===== src/rtl/ringJohnsonPkg.sv =====
package ringJohnsonPkg;

  typedef enum logic {
    MODE_RING  = 1'b0,
    MODE_TWIST = 1'b1
  } counterMode_t;

  typedef struct packed {
    logic load;
    logic shift;
    logic twist;
  } stepCtrl_t;

endpackage


===== src/rtl/ringJohnsonCtrl.sv =====
module ringJohnsonCtrl
  import ringJohnsonPkg::*;
(
  input  logic      clk,
  input  logic      rst,
  input  logic      modeSel,
  input  logic      enable,
  output stepCtrl_t ctrl
);

  counterMode_t modeQ;

  // the mode is captured only while reset is high
  always_ff @(posedge clk) begin
    if (rst) modeQ <= counterMode_t'(modeSel);
  end

  always_comb begin
    ctrl.load  = rst;
    ctrl.shift = enable && !rst;
    ctrl.twist = (modeQ == MODE_TWIST);
  end

endmodule


===== src/rtl/ringJohnsonPath.sv =====
module ringJohnsonPath
  import ringJohnsonPkg::*;
#(
  parameter int WIDTH = 4
) (
  input  logic             clk,
  input  stepCtrl_t        ctrl,
  output logic [WIDTH-1:0] state
);

  localparam int TOP = WIDTH - 1;
  localparam logic [WIDTH-1:0] START = {1'b1, {(WIDTH-1){1'b0}}};

  logic [WIDTH-1:0] stateQ;
  logic [WIDTH-1:0] nextBit;
  logic             feedBack;

  assign feedBack = ctrl.twist ? ~stateQ[0] : stateQ[0];

  for (genvar i = 0; i < WIDTH; i++) begin : gStage
    if (i == TOP) begin : gHead
      assign nextBit[i] = feedBack;
    end else begin : gBody
      assign nextBit[i] = stateQ[i+1];
    end

    always_ff @(posedge clk) begin
      if (ctrl.load)       stateQ[i] <= START[i];
      else if (ctrl.shift) stateQ[i] <= nextBit[i];
    end
  end

  assign state = stateQ;

endmodule


===== src/rtl/ringJohnsonCounter.sv =====
module ringJohnsonCounter
  import ringJohnsonPkg::*;
#(
  parameter int WIDTH = 4
) (
  input  logic             clk,
  input  logic             rst,
  input  logic             modeSel,
  input  logic             enable,
  output logic [WIDTH-1:0] count
);

  stepCtrl_t ctrl;

  ringJohnsonCtrl ctrlI (
    .clk    (clk),
    .rst    (rst),
    .modeSel(modeSel),
    .enable (enable),
    .ctrl   (ctrl)
  );

  ringJohnsonPath #(.WIDTH(WIDTH)) pathI (
    .clk  (clk),
    .ctrl (ctrl),
    .state(count)
  );

endmodule


===== config.mk =====
export PLATFORM = sky130hd
export DESIGN_NAME = ringJohnsonCounter
export DESIGN_NICKNAME = d
export VERILOG_FILES = /design/src/rtl/ringJohnsonPkg.sv /design/src/rtl/ringJohnsonCtrl.sv /design/src/rtl/ringJohnsonPath.sv /design/src/rtl/ringJohnsonCounter.sv
export SDC_FILE = /design/constraint.sdc
export NUM_CORES = 1
export LEC_CHECK = 0
export ABC_AREA = 1
export ABC_CLOCK_PERIOD_IN_PS = 1200
export BUFFER_PORTS_ARGS = -buffer_cell sky130_fd_sc_hd__clkbuf_2
export CORE_AREA = 2 2 39 41
export CTS_BUF_LIST = sky130_fd_sc_hd__clkbuf_2
export DETAILED_ROUTE_END_ITERATION = 7
export DIE_AREA = 0 0 41 43
export PLACE_DENSITY = 0.37
export SKIP_LAST_GASP = 1
export SYNTH_ARGS = -nofsm -noshare
export SYNTH_HDL_FRONTEND = slang
export SYNTH_SLANG_ARGS = --single-unit

===== constraint.sdc =====
create_clock -name clk -period 1.2 [get_ports clk]
set_input_delay 0.12 -clock clk [delete_from_list [all_inputs] [get_ports clk]]
set_output_delay 0.12 -clock clk [all_outputs]
set_load 0.03 [all_outputs]

==> metrics.csv <==
metric,value,unit
hold_end,ctrlI.modeQ,
slew_viol_final,0,
seqCellArea,110,um2
rr_endpoint,pathI.state[3],
slowest_delay,0.37,ns
diodes,0,
p_per_area,1590,nW/um2
ys_types,9,
num_vias,181,
root_buffer,clkbuf_2,
drive_above_1_share,38.2,%
final_cell_mix,"clkbuf_2 (11), nor2_1 (6), dfxtp_1 (4)",
r2r_cells,4,
worst_pin_slew,0.173,ns
grt_overflow,0,
area_growth_syn_to_layout,40.0,%
fp.coreArea,1380,um2
dp_hpwl,298,um
clock_path_buffers,2,
mostFrequentLayoutCell,clkbuf_2,
std_cell_rows,14,
num_io_pins,8,
yosys.area.top_type,dfxtp_1,
grt_pass1_vias,173,
worst_setup_path_end_kind,output port,
cp_top_family,flip-flops,
antenna_found_initial,0,
crit_fanout,4,
worstPathCellList,clkbuf_2,
cts.clk_slew.worst_paths,0.06,ns
cts_resized,0,
grt_usage,6.53,%
yosysSeqAreaShare,58.7,%
die_h,43,um
required,1.08,ns
synth_area_leaders,"dfxtp_1 (43%), edfxtp_1 (16%), nor2_1 (12%), o21ai_0 (8.0%), inv_1 (6.0%)",
numPortBuffers,7,
min_path_type,input port to flop,
drt-pass1-iter-count,4,
skew,0.000389,ns
setup.worst_path.class,flop to output port,
final-setup-viol-count,0,
period_share,77.7,%
synth_seq_cells,5,
post-route-min-period,0.932,ns
die_area,1760,um2
outcome,"complete, no violations",
drc,0,
initial_utilization,13.6,%
place.gp.congestion,0.675,
timing.final.hold_violations,0,
rsz0062_at_grt,no,
cts_htree_levels,1,
slowest_stage,dfxtp_1,
fillers,160,
ant_nets,0,
drt_iter0_drc,3,
synth_area,188,um2
clkLatencyLatePin,0.22,ns
clock-sinks,5,
route.detailed.wl_per_inst,8.38,um
cts_tree,yes,
placed_cell_area,243,um2
die_x,41,um
nets,39,
syn_area_per_cell,8.16,um2
fin_tns_setup,0,ns
postCtsSetupBuffers,0,
multi_input_area,62.6,um2
worst-path-buf-inv,1,
leakagePower,0.133,nW
wirelength,419,um
r2r_setup_slack,0.49,ns
ir_drop,0.314,mV
cap_violations,0,
grt_pass1_wl,696,um
yosysTopAreaCellShare,42.7,%
r2r_start,ctrlI.modeQ,
hp-start,modeSel,
fmax,1070,MHz
fin_area,263,um2
maxSlewHeadroom,88.5,%
start_kind,flop,
numCtsBuffers,3,
whs_path_depth,1,
syn_inst,23,
hold_buffers,0,
syn_nets,27,
yosys_warnings,0,
grt_max_degree,6,
worstPathArrival,0.81,ns
avgViaCountPerCell,3.62,
## routing by layer
metal / GRT usage, % / vias up / share of wire, %
li1: - / 92 / -
met1: 7.74 / 78 / 52
met2: 6.88 / 9 / 32
met3: 3.66 / 2 / 13
met4: 8.00 / 0 / 3.8
met5: 0 / - / 0
## synthesized netlist by cell type
master	count
nor2_1	6
nand3_1	1
inv_1	3
nand2_1	3
dfxtp_1	4
a21oi_2	1
o21ai_0	3
inv_2	1
edfxtp_1	1
## kinds of logic after synthesis
family / after synthesis / share of synthesized area (%)
AO/OA/AOI/OAI: 4 / 12.7
buffers and inverters: 4 / 8.00
flip-flops: 5 / 58.7
AND/OR/NAND/NOR: 10 / 20.7
## report_power, final
group | switching [W] | total, W | internal, W
Clock | 0.0000777 | 0.000166 | 0.0000884
Combinational | 0.0000391 | 0.0000576 | 0.0000185
Sequential | 0.00000910 | 0.000194 | 0.000184
Total | 0.000126 | 0.000417 | 0.000291
## how the worst max path moves through the flow
stage,start,to,slack [ns],cells after the start
floorplan,pathI.state[0],pathI.state[3],0.38,3
global placement,ctrlI.modeQ,pathI.state[3],0.48,4
detailed placement,ctrlI.modeQ,pathI.state[3],0.48,4
CTS,pathI.state[0],count[0],0.25,1
global route,pathI.state[0],count[0],0.22,1
finish,pathI.state[0],count[0],0.27,1
## state kept, by name, summed over array words and instances (netlist names)
register / flops
ctrlI.modeQ: 1
pathI.state: 4
## through the flow
step                util, %  instances  hold slack [ns]  setup slack [ns]  total power (W)
global placement       17.5         46            0.308             0.484         0.000256
detailed placement     17.5         46            0.310             0.483         0.000256
finish                 19.0         50           0.0843             0.268         0.000417
CTS                    19.0         50           0.0669             0.251         0.000425
floorplan                 -         23            0.208             0.376         0.000234
global route           19.0         50           0.0687             0.218         0.000438
## final cells by class
cell class / instances / area share [%]
inverters: 4 / 5.71
multi-input cells: 14 / 23.8
flip-flops and latches: 5 / 41.9
well taps: 16 / 7.62
repair buffers: 7 / 13.3
clock buffers: 4 / 7.62
## worst reg2reg max path, delay by kind of cell (launching register included)
family        cells  cell delay [ns]
simple gates      3             0.16
flops             1             0.38
buf+inv           1             0.06
Note: power is estimated with default switching activity, not from simulation.
